==> config.mk <==
export PLATFORM = sky130hd
export DESIGN_NAME = sram_async_ctrl
export DESIGN_NICKNAME = d
export VERILOG_FILES = /design/src/rtl/sram_ctrl_pkg.sv /design/src/rtl/sram_cycle_timer.sv /design/src/rtl/sram_access_fsm.sv /design/src/rtl/sram_req_capture.sv /design/src/rtl/sram_async_ctrl.sv
export SDC_FILE = /design/constraint.sdc
export NUM_CORES = 1
export LEC_CHECK = 0
export BUFFER_PORTS_ARGS = -buffer_cell sky130_fd_sc_hd__clkbuf_2
export CORE_UTILIZATION = 40
export DETAILED_ROUTE_END_ITERATION = 7
export PLACE_DENSITY = 0.67
export SLEW_MARGIN = 10
export SYNTH_ARGS = -nofsm -noshare
export SYNTH_HDL_FRONTEND = slang
export SYNTH_HIERARCHICAL = 1
export SYNTH_SLANG_ARGS = --single-unit
==> constraint.sdc <==
create_clock -name clk -period 2.11 [get_ports clk]
set_input_delay 0.211 -clock clk [delete_from_list [all_inputs] [get_ports clk]]
set_output_delay 0.211 -clock clk [all_outputs]
set_load 0.01 [all_outputs]
==> src/rtl/sram_ctrl_pkg.sv <==
package sram_ctrl_pkg;

  typedef enum logic [2:0] {
    ST_BOOT,
    ST_IDLE,
    ST_READ,
    ST_WSETUP,
    ST_WPULSE,
    ST_WHOLD,
    ST_RETAIN,
    ST_RECOVER
  } ctl_state_e;

  // Minimum time in ns -> whole clock cycles, rounded up, never below one.
  function automatic int unsigned cyc_of(input int unsigned t_ns, input int unsigned clk_ns);
    int unsigned c;
    c = (t_ns + clk_ns - 1) / clk_ns;
    if (c < 1) c = 1;
    return c;
  endfunction

  function automatic int unsigned max2(input int unsigned a, input int unsigned b);
    return (a > b) ? a : b;
  endfunction

endpackage

==> src/rtl/sram_cycle_timer.sv <==
// Down counter that defines how long each phase lasts.
module sram_cycle_timer #(
  parameter int unsigned W       = 4,
  parameter logic [W-1:0] RST_VAL = '0
) (
  input  logic         clk,
  input  logic         rst,
  input  logic         load,
  input  logic [W-1:0] load_val,
  output logic         done
);

  logic [W-1:0] cnt;

  always_ff @(posedge clk) begin
    if (rst)              cnt <= RST_VAL;
    else if (load)        cnt <= load_val;
    else if (cnt != '0)   cnt <= cnt - 1'b1;
  end

  assign done = (cnt == '0);

endmodule

==> src/rtl/sram_access_fsm.sv <==
// Phase sequencer: boot wait, read window, three-phase write, retention, recovery.
module sram_access_fsm
  import sram_ctrl_pkg::*;
#(
  parameter int unsigned RD_CYC = 9,
  parameter int unsigned SU_CYC = 3,
  parameter int unsigned PW_CYC = 5,
  parameter int unsigned HD_CYC = 1
) (
  input  logic clk,
  input  logic rst,
  input  logic req_valid,
  input  logic req_write,
  input  logic ret_req,
  input  logic ret_exit,
  output logic req_ready,
  output logic accept,
  output logic rd_last,
  output logic ce_n,
  output logic we_n,
  output logic ret_active
);

  localparam int unsigned MAXC = max2(max2(RD_CYC, SU_CYC), max2(PW_CYC, HD_CYC));
  localparam int unsigned TW   = ($clog2(MAXC) < 1) ? 1 : $clog2(MAXC);
  localparam logic [TW-1:0] RD_LD = TW'(RD_CYC - 1);
  localparam logic [TW-1:0] SU_LD = TW'(SU_CYC - 1);
  localparam logic [TW-1:0] PW_LD = TW'(PW_CYC - 1);
  localparam logic [TW-1:0] HD_LD = TW'(HD_CYC - 1);

  ctl_state_e    state, nxt;
  logic          load, done;
  logic [TW-1:0] load_val;

  sram_cycle_timer #(.W(TW), .RST_VAL(RD_LD)) u_timer (
    .clk      (clk),
    .rst      (rst),
    .load     (load),
    .load_val (load_val),
    .done     (done)
  );

  always_comb begin
    nxt      = state;
    load     = 1'b0;
    load_val = '0;
    unique case (state)
      ST_BOOT, ST_RECOVER: if (done) nxt = ST_IDLE;
      ST_IDLE: begin
        if (req_valid) begin
          load = 1'b1;
          if (req_write) begin
            nxt      = ST_WSETUP;
            load_val = SU_LD;
          end else begin
            nxt      = ST_READ;
            load_val = RD_LD;
          end
        end else if (ret_req) begin
          nxt = ST_RETAIN;
        end
      end
      ST_READ:   if (done) nxt = ST_IDLE;
      ST_WSETUP: if (done) begin nxt = ST_WPULSE; load = 1'b1; load_val = PW_LD; end
      ST_WPULSE: if (done) begin nxt = ST_WHOLD;  load = 1'b1; load_val = HD_LD; end
      ST_WHOLD:  if (done) nxt = ST_IDLE;
      ST_RETAIN: if (ret_exit) begin nxt = ST_RECOVER; load = 1'b1; load_val = RD_LD; end
      default:   nxt = ST_IDLE;
    endcase
  end

  // Strobes come straight from flops so the RAM pins never glitch.
  always_ff @(posedge clk) begin
    if (rst) begin
      state      <= ST_BOOT;
      ce_n       <= 1'b1;
      we_n       <= 1'b1;
      ret_active <= 1'b0;
    end else begin
      state      <= nxt;
      ce_n       <= !(nxt == ST_READ || nxt == ST_WSETUP || nxt == ST_WPULSE || nxt == ST_WHOLD);
      we_n       <= !(nxt == ST_WPULSE);
      ret_active <= (nxt == ST_RETAIN);
    end
  end

  assign req_ready = (state == ST_IDLE);
  assign accept    = req_ready && req_valid;
  assign rd_last   = (state == ST_READ) && done;

endmodule

==> src/rtl/sram_req_capture.sv <==
// Holds address and data-in for the whole access; captures the read bit.
module sram_req_capture #(
  parameter int unsigned AW = 18
) (
  input  logic          clk,
  input  logic          rst,
  input  logic          accept,
  input  logic [AW-1:0] req_addr,
  input  logic          req_wdata,
  input  logic          rd_last,
  input  logic          sram_q,
  output logic [AW-1:0] sram_addr,
  output logic          sram_d,
  output logic          rsp_valid,
  output logic          rsp_rdata
);

  always_ff @(posedge clk) begin
    if (rst) begin
      sram_addr <= '0;
      sram_d    <= 1'b0;
    end else if (accept) begin
      sram_addr <= req_addr;
      sram_d    <= req_wdata;
    end
  end

  always_ff @(posedge clk) begin
    if (rst) begin
      rsp_valid <= 1'b0;
      rsp_rdata <= 1'b0;
    end else begin
      rsp_valid <= rd_last;
      if (rd_last) rsp_rdata <= sram_q;
    end
  end

endmodule

==> src/rtl/sram_async_ctrl.sv <==
module sram_async_ctrl
  import sram_ctrl_pkg::*;
#(
  parameter int unsigned ADDR_W   = 18,
  parameter int unsigned CLK_NS   = 4,
  parameter int unsigned T_RC_NS  = 35,
  parameter int unsigned T_WC_NS  = 35,
  parameter int unsigned T_WP_NS  = 20,
  parameter int unsigned T_AW_NS  = 30,
  parameter int unsigned T_DS_NS  = 20
) (
  input  logic              clk,
  input  logic              rst,
  input  logic              req_valid,
  output logic              req_ready,
  input  logic              req_write,
  input  logic [ADDR_W-1:0] req_addr,
  input  logic              req_wdata,
  output logic              rsp_valid,
  output logic              rsp_rdata,
  input  logic              ret_req,
  input  logic              ret_exit,
  output logic              ret_active,
  output logic              sram_ce_n,
  output logic              sram_we_n,
  output logic [ADDR_W-1:0] sram_addr,
  output logic              sram_d,
  input  logic              sram_q
);

  localparam int unsigned RC_CYC  = cyc_of(T_RC_NS, CLK_NS);
  localparam int unsigned WC_CYC  = cyc_of(T_WC_NS, CLK_NS);
  localparam int unsigned AW_CYC  = cyc_of(T_AW_NS, CLK_NS);
  localparam int unsigned PW_CYC  = max2(cyc_of(T_WP_NS, CLK_NS), cyc_of(T_DS_NS, CLK_NS));
  localparam int unsigned SU_CYC  = (AW_CYC > PW_CYC) ? AW_CYC - PW_CYC : 1;
  localparam int unsigned HD_CYC  = (WC_CYC > SU_CYC + PW_CYC) ? WC_CYC - SU_CYC - PW_CYC : 1;

  logic accept, rd_last;

  sram_access_fsm #(
    .RD_CYC (RC_CYC),
    .SU_CYC (SU_CYC),
    .PW_CYC (PW_CYC),
    .HD_CYC (HD_CYC)
  ) u_fsm (
    .clk        (clk),
    .rst        (rst),
    .req_valid  (req_valid),
    .req_write  (req_write),
    .ret_req    (ret_req),
    .ret_exit   (ret_exit),
    .req_ready  (req_ready),
    .accept     (accept),
    .rd_last    (rd_last),
    .ce_n       (sram_ce_n),
    .we_n       (sram_we_n),
    .ret_active (ret_active)
  );

  sram_req_capture #(.AW(ADDR_W)) u_cap (
    .clk       (clk),
    .rst       (rst),
    .accept    (accept),
    .req_addr  (req_addr),
    .req_wdata (req_wdata),
    .rd_last   (rd_last),
    .sram_q    (sram_q),
    .sram_addr (sram_addr),
    .sram_d    (sram_d),
    .rsp_valid (rsp_valid),
    .rsp_rdata (rsp_rdata)
  );

endmodule

==> results.cfg, run 1 <==
[placement]
dp_cells = 233
dp_hpwl_um = 2190
gp_congestion = 0.879
port_buffers = 50
post-place-ws_ns = 0.120
place_area_sq_mm = 0.00169

[run]
drv_cap = 0

[critical_path]
timing.rr.end = u_fsm/u_timer/cnt[0]$_SDFFE_PP0P_
worstPathArrival_ns = 2.24
worst-path-buf-inv = 2
cp_slowest_stage_delay_ns = 0.50
cp-end-kind = flip-flop
path_max_fanout = 10
startpoint_type = flip-flop
reg2reg_from = u_fsm/u_timer/cnt[0]$_SDFFE_PP0P_
reg2reg_slack_ns = 0.12
path_cells = inv_1 > ha_1 > nor3b_4 > a21boi_0 > o22ai_1 > buf_4 > or4_1 > o211ai_1
cp_slowest_cell = or4_1
rr_worst_depth = 8
cp_data_required_time_ns = 2.37
path_delay_family = simple AND/OR/NAND/NOR gates
worstSetupPathType = flip-flop to flip-flop

[clock_network]
cts.clk_slew.worst_paths_ns = 0.10
clockBufferDepth = 2
cts_sinks = 31
clock_latency_ns = 0.33
cts_tree = yes
clock-root-buffer = clkbuf_4
ctsHtreeMaxLevel = 2
cts_made_buffers = 5

[floorplan]
fp-row-count = 21
die_h_um = 61.6
core-area_sq_mm = 0.00336
initial_core_util = 0.422
dieArea_sq_mm = 0.00379
chipWidth_um = 61.6
boundaryPins = 51

[grt]
grt_usage = 0.160
grtUsageMet1 = 0.187
grt-ovfl-total = 0
antenna_found_initial = 0
grtUsageMet2 = 0.255
grtUsageMet3 = 0.0630
grt_pass1_wl_um = 4400
grt_pass1_vias = 1046
top_usage_layer = met2
grt_max_degree = 27

[pwr]
ir_worst_vdd_mv = 0.371
power_per_cell_area_mw_per_mm2 = 777
total_power_mw = 1.39
p_leak_nw = 0.735

[timing]
fin_skew_ns = 0.00459
timing.hold.ws_ns = 0.110
finalCritPeriodShare = 0.941
setup_viol = 0
period_needed_ns = 1.99
hold_viol_final = 0
fin_ws_ns = 0.125
slew_violations = 0
tns_ns = 0
fmax_mhz = 504

[status]
status = finished, final reports clean

[yosys]
ys_seq_area_frac = 0.437
syn_nets = 168
async_reset_ff_frac = 0
synth_edf_count = 0
avgSynthCellArea_sq_um = 10.1
ys_ff_latch = 31
synthCells = 141
synth_cell_types = 43
syn_area_sq_mm = 0.00142
synth-main-ff-cell = dfxtp_1
yosys_warnings = 6

[cells_and_area]
num-nets-final = 224
final_core_util = 0.531
fin_area_sq_mm = 0.00178
layout-drive-gt1-share = 0.369
antenna_cells = 0
instances_no_fill = 244
area_growth_pct = 25.6

[detailed_routing]
wl_per_cell_um = 11.8
viasPerCell = 4.78
wl_um = 2890
dr.first_iter.drc_count = 42
postRouteAntennaNets = 0
drtPass1Iterations = 4
vias = 1166
drcViolationCount = 0

[hold_path]
min_path_cells = 3
hold_class = primary input to flip-flop
min_to = u_cap/rsp_rdata$_SDFFE_PP0P_
worstHoldStart = sram_q
==> worst max path at each step <==
stage	start	endpoint	slack, ns	cells past startpoint
floorplan	u_fsm/u_timer/cnt[0]$_SDFFE_PP0P_	u_fsm/u_timer/cnt[0]$_SDFFE_PP0P_	0.25	8
CTS	u_fsm/u_timer/cnt[0]$_SDFFE_PP0P_	u_fsm/u_timer/cnt[2]$_SDFFE_PP0P_	0.09	8
global route	u_fsm/u_timer/cnt[0]$_SDFFE_PP0P_	u_fsm/u_timer/cnt[2]$_SDFFE_PP0P_	-0.01	8
finish	u_fsm/u_timer/cnt[0]$_SDFFE_PP0P_	u_fsm/u_timer/cnt[0]$_SDFFE_PP0P_	0.12	8
detailed placement	u_fsm/u_timer/cnt[0]$_SDFFE_PP0P_	u_fsm/u_timer/cnt[0]$_SDFFE_PP0P_	0.12	8
global placement	u_fsm/u_timer/cnt[0]$_SDFFE_PP0P_	u_fsm/u_timer/cnt[1]$_SDFFE_PP0P_	0.21	7
==> final cells by class <==
class / count / area [sq um]
fillers: 332 / 1580
multi-input cells: 97 / 716
flip-flops and latches: 31 / 621
repair buffers: 56 / 295
clock buffers: 7 / 65.1
well taps: 46 / 57.6
inverters: 6 / 22.5
clock inverters: 1 / 7.51
==> kinds of logic after synthesis <==
family / share of synthesized area
AOI/OAI and AO/OA: 0.114
muxes: 0.148
DFF: 0.437
other: 0.00264
and+or+nand+nor: 0.231
adders and majority gates: 0.00881
buffers and inverters: 0.0590
==> metal layers <==
layer,vias to the layer above,wire length (um)
li1,598,-
met1,537,1180
met2,26,1500
met3,5,160
met4,0,51
met5,-,0
==> Yosys cell counts (3+ instances only) <==
cell type   n  area [sq um]
a21oi_1     3          15.0
clkbuf_1    3          11.3
dfxtp_1    31           621
inv_1       6          22.5
mux2i_1    21           210
nand2_1     6          22.5
nor2_1     23          86.3
nor2b_1     3          18.8
nor3_1      4          20.0
==> flip-flops by register name, indices dropped and copies added, names as in the netlist <==
| name | flops |
|---|---|
| u_fsm/ce_n | 1 |
| u_cap/sram_addr | 18 |
| u_fsm/state | 3 |
| u_fsm/u_timer/cnt | 4 |
| u_cap/rsp_valid | 1 |
| u_fsm/we_n | 1 |
| u_fsm/ret_active | 1 |
| u_cap/rsp_rdata | 1 |
| u_cap/sram_d | 1 |
==> worst register-to-register path: stages (launching register included) <==
cell,delay [ns]
dfxtp_1,0.36
inv_1,0.07
ha_1,0.22
nor3b_4,0.19
a21boi_0,0.18
o22ai_1,0.12
buf_4,0.18
or4_1,0.50
o211ai_1,0.10
==> repair_timing <==
action	4_1_cts	5_1_grt
hold buffers	0	0
setup endpoints to repair	0	5
buffers inserted	0	3
resized for setup	0	0
==> placed cells by master (no fill, tap or decap), drive strengths merged, types with 2 or more instances in the layout <==
master	netlist	layout
nor2b	4	4
mux2i	21	21
inv	6	6
nor3b	4	4
nand2	6	6
or4b	2	2
dfxtp	31	31
buf	4	6
o211ai	2	2
clkbuf	3	57
a211oi	3	3
nor2	23	23
a21oi	4	4
nand2b	3	3
nor3	4	4
nand3b	2	2
or4	2	2
==> power breakdown <==
| part | total [mW] | internal, mW | switching (mW) |
|---|---|---|---|
| Sequential | 0.671 | 0.628 | 0.0431 |
| Combinational | 0.315 | 0.166 | 0.149 |
| Clock | 0.401 | 0.195 | 0.206 |
| Total | 1.39 | 0.989 | 0.398 |
Power figures use the tool's default switching activity.
==> run 2, diff against run 1 <==
--- a/config.mk
+++ b/config.mk
@@ -6,9 +6,11 @@
 export NUM_CORES = 1
 export LEC_CHECK = 0
 export BUFFER_PORTS_ARGS = -buffer_cell sky130_fd_sc_hd__clkbuf_2
-export CORE_UTILIZATION = 40
+export CELL_PAD_IN_SITES_DETAIL_PLACEMENT = 1
+export CELL_PAD_IN_SITES_GLOBAL_PLACEMENT = 1
+export CORE_UTILIZATION = 36
 export DETAILED_ROUTE_END_ITERATION = 7
-export PLACE_DENSITY = 0.67
+export PLACE_DENSITY_LB_ADDON = 0.1
 export SLEW_MARGIN = 10
 export SYNTH_ARGS = -nofsm -noshare
 export SYNTH_HDL_FRONTEND = slang
==> run 2 against run 1 <==
Die area is 11% higher; first-iteration DRC count is 50% lower; critical endpoint is now u_fsm/u_timer/cnt[1]$_SDFFE_PP0P_; global-route usage is 1.3 points higher; largest power group unchanged; sequential power is 0.7% higher; sequential share of layout area is 0.83 points lower; register-to-register slack worse by 0.04 ns; power is 9.7% higher; highest routed layer unchanged.
==> results.cfg, run 2 (synthesis gave the netlist of run 1 again) <==
[pwr]
power_per_cell_area_mw_per_mm2 = 831
p_leak_nw = 0.750
ir_worst_vdd_mv = 0.441
total_power_mw = 1.52

[timing]
fin_ws_ns = 0.0818
slew_violations = 0
rsz0062_at_grt = no
period_needed_ns = 2.03
tns_ns = 0
finalCritPeriodShare = 0.961
setup_viol = 0
fmax_mhz = 493
hold_viol_final = 0
fin_skew_ns = 0.00228
timing.hold.ws_ns = 0.169

[placement]
post-place-ws_ns = 0.0155
port_buffers = 50
place_area_sq_mm = 0.00170
gp_congestion = 0.717
dp_hpwl_um = 2490

[critical_path]
worstSetupPathType = flip-flop to flip-flop
startpoint_type = flip-flop
critPathLaunch = u_fsm/u_timer/cnt[0]$_SDFFE_PP0P_
reg2reg_from = u_fsm/u_timer/cnt[0]$_SDFFE_PP0P_
path_max_fanout = 9
timing.rr.end = u_fsm/u_timer/cnt[1]$_SDFFE_PP0P_
reg2reg_slack_ns = 0.08
critPathCapture = u_fsm/u_timer/cnt[1]$_SDFFE_PP0P_
cp_data_required_time_ns = 2.30
cp-end-kind = flip-flop
rr_worst_depth = 7
worstPathArrival_ns = 2.22

[clock_network]
cts-hold-fix-buffers = 0
clockBufferDepth = 2
clock_latency_ns = 0.28
cts_sinks = 31
clock-root-buffer = clkbuf_8
cts_tree = yes
ctsHtreeMaxLevel = 2
cts.clk_slew.worst_paths_ns = 0.06
cts_made_buffers = 5

[detailed_routing]
vias = 1202
drcViolationCount = 0
drtPass1Iterations = 4
wl_per_cell_um = 13.5
viasPerCell = 4.89
dr.first_iter.drc_count = 21
postRouteAntennaNets = 0
wl_um = 3330

[cells_and_area]
largest-register = u_cap/sram_addr
fill_cells = 438
layout-drive-gt1-share = 0.389
final_cell_mix = 50 x clkbuf_2, 30 x dfxtp_1, 23 x nor2_1
fin_area_sq_mm = 0.00183
reg.largest.list = u_cap/sram_addr x18, u_fsm/u_timer/cnt x4, u_fsm/state x3
multi_input_area_sq_um = 728
antenna_cells = 0
num-nets-final = 224
final_common_cell = clkbuf_2
regArea_sq_um = 622
area_growth_pct = 29.0
largest_reg_flops = 18

[grt]
grt_pass1_wl_um = 5400
grt_max_degree = 28
grt_usage = 0.173
grt_pass1_vias = 1192
antenna_found_initial = 0
grt-ovfl-total = 0

[status]
status = finished, final reports clean

[hold_path]
hold_class = primary input to flip-flop

[floorplan]
dieArea_sq_mm = 0.00420
boundaryPins = 51
core-area_sq_mm = 0.00372
initial_core_util = 0.382
chipWidth_um = 64.8
die_h_um = 64.8
fp-row-count = 22

[run]
drv_cap = 0
run 2: routing by layer:
metal / up-vias / wire, um / track usage
met2: 33 / 1680 / 0.305
met3: 6 / 168 / 0.0634
met4: 0 / 48 / 0.0583
met5: - / 0 / 0
li1: 600 / - / -
met1: 563 / 1430 / 0.188
run 2: critical path, cell delays in order, from the launching register on:
cell and delay (ns):
dfxtp_2 0.34, inv_1 0.06, ha_2 0.20, nor3b_4 0.19
mux2i_1 0.20, o22ai_2 0.13, or4_2 0.68, o211ai_1 0.13
run 2: per-stage QoR:
step / std cells / util
after floorplan: 141 / -
after global placement: 236 / 0.457
after detailed placement: 236 / 0.457
after CTS: 244 / 0.485
after global routing: 246 / 0.493
final: 246 / 0.493
run 2: how the worst min path moves through the flow:
stage | startpoint | end | slack, ns | cells past startpoint
after floorplan | rst | u_fsm/state[2]$_SDFF_PP0_ | 0.28 | 1
after global placement | req_addr[3] | u_cap/sram_addr[3]$_SDFFE_PP0P_ | 0.45 | 3
after detailed placement | req_addr[9] | u_cap/sram_addr[9]$_SDFFE_PP0P_ | 0.46 | 3
after CTS | sram_q | u_cap/rsp_rdata$_SDFFE_PP0P_ | 0.16 | 3
after global routing | req_addr[14] | u_cap/sram_addr[14]$_SDFFE_PP0P_ | 0.17 | 3
final | req_addr[3] | u_cap/sram_addr[3]$_SDFFE_PP0P_ | 0.17 | 3
run 2: final cells by class:
type / instances / area share
multi-input cells: 97 / 0.398
clock buffers: 7 / 0.0526
clock inverters: 1 / 0.00410
repair buffers: 56 / 0.161
inverters: 6 / 0.0123
flip-flops and latches: 31 / 0.339
well taps: 48 / 0.0328
run 2: timing repair:
| action | CTS | global route |
|---|---|---|
| gates cloned | 0 | 0 |
| buffers inserted | 0 | 2 |
| setup endpoints to repair | 1 | 5 |
| gates resized for setup | 1 | 4 |
run 2: report_power, final:
group / switching (mW) / total (mW) / internal (mW)
Combinational: 0.164 / 0.333 / 0.169
Sequential: 0.0449 / 0.676 / 0.631
Clock: 0.217 / 0.514 / 0.296
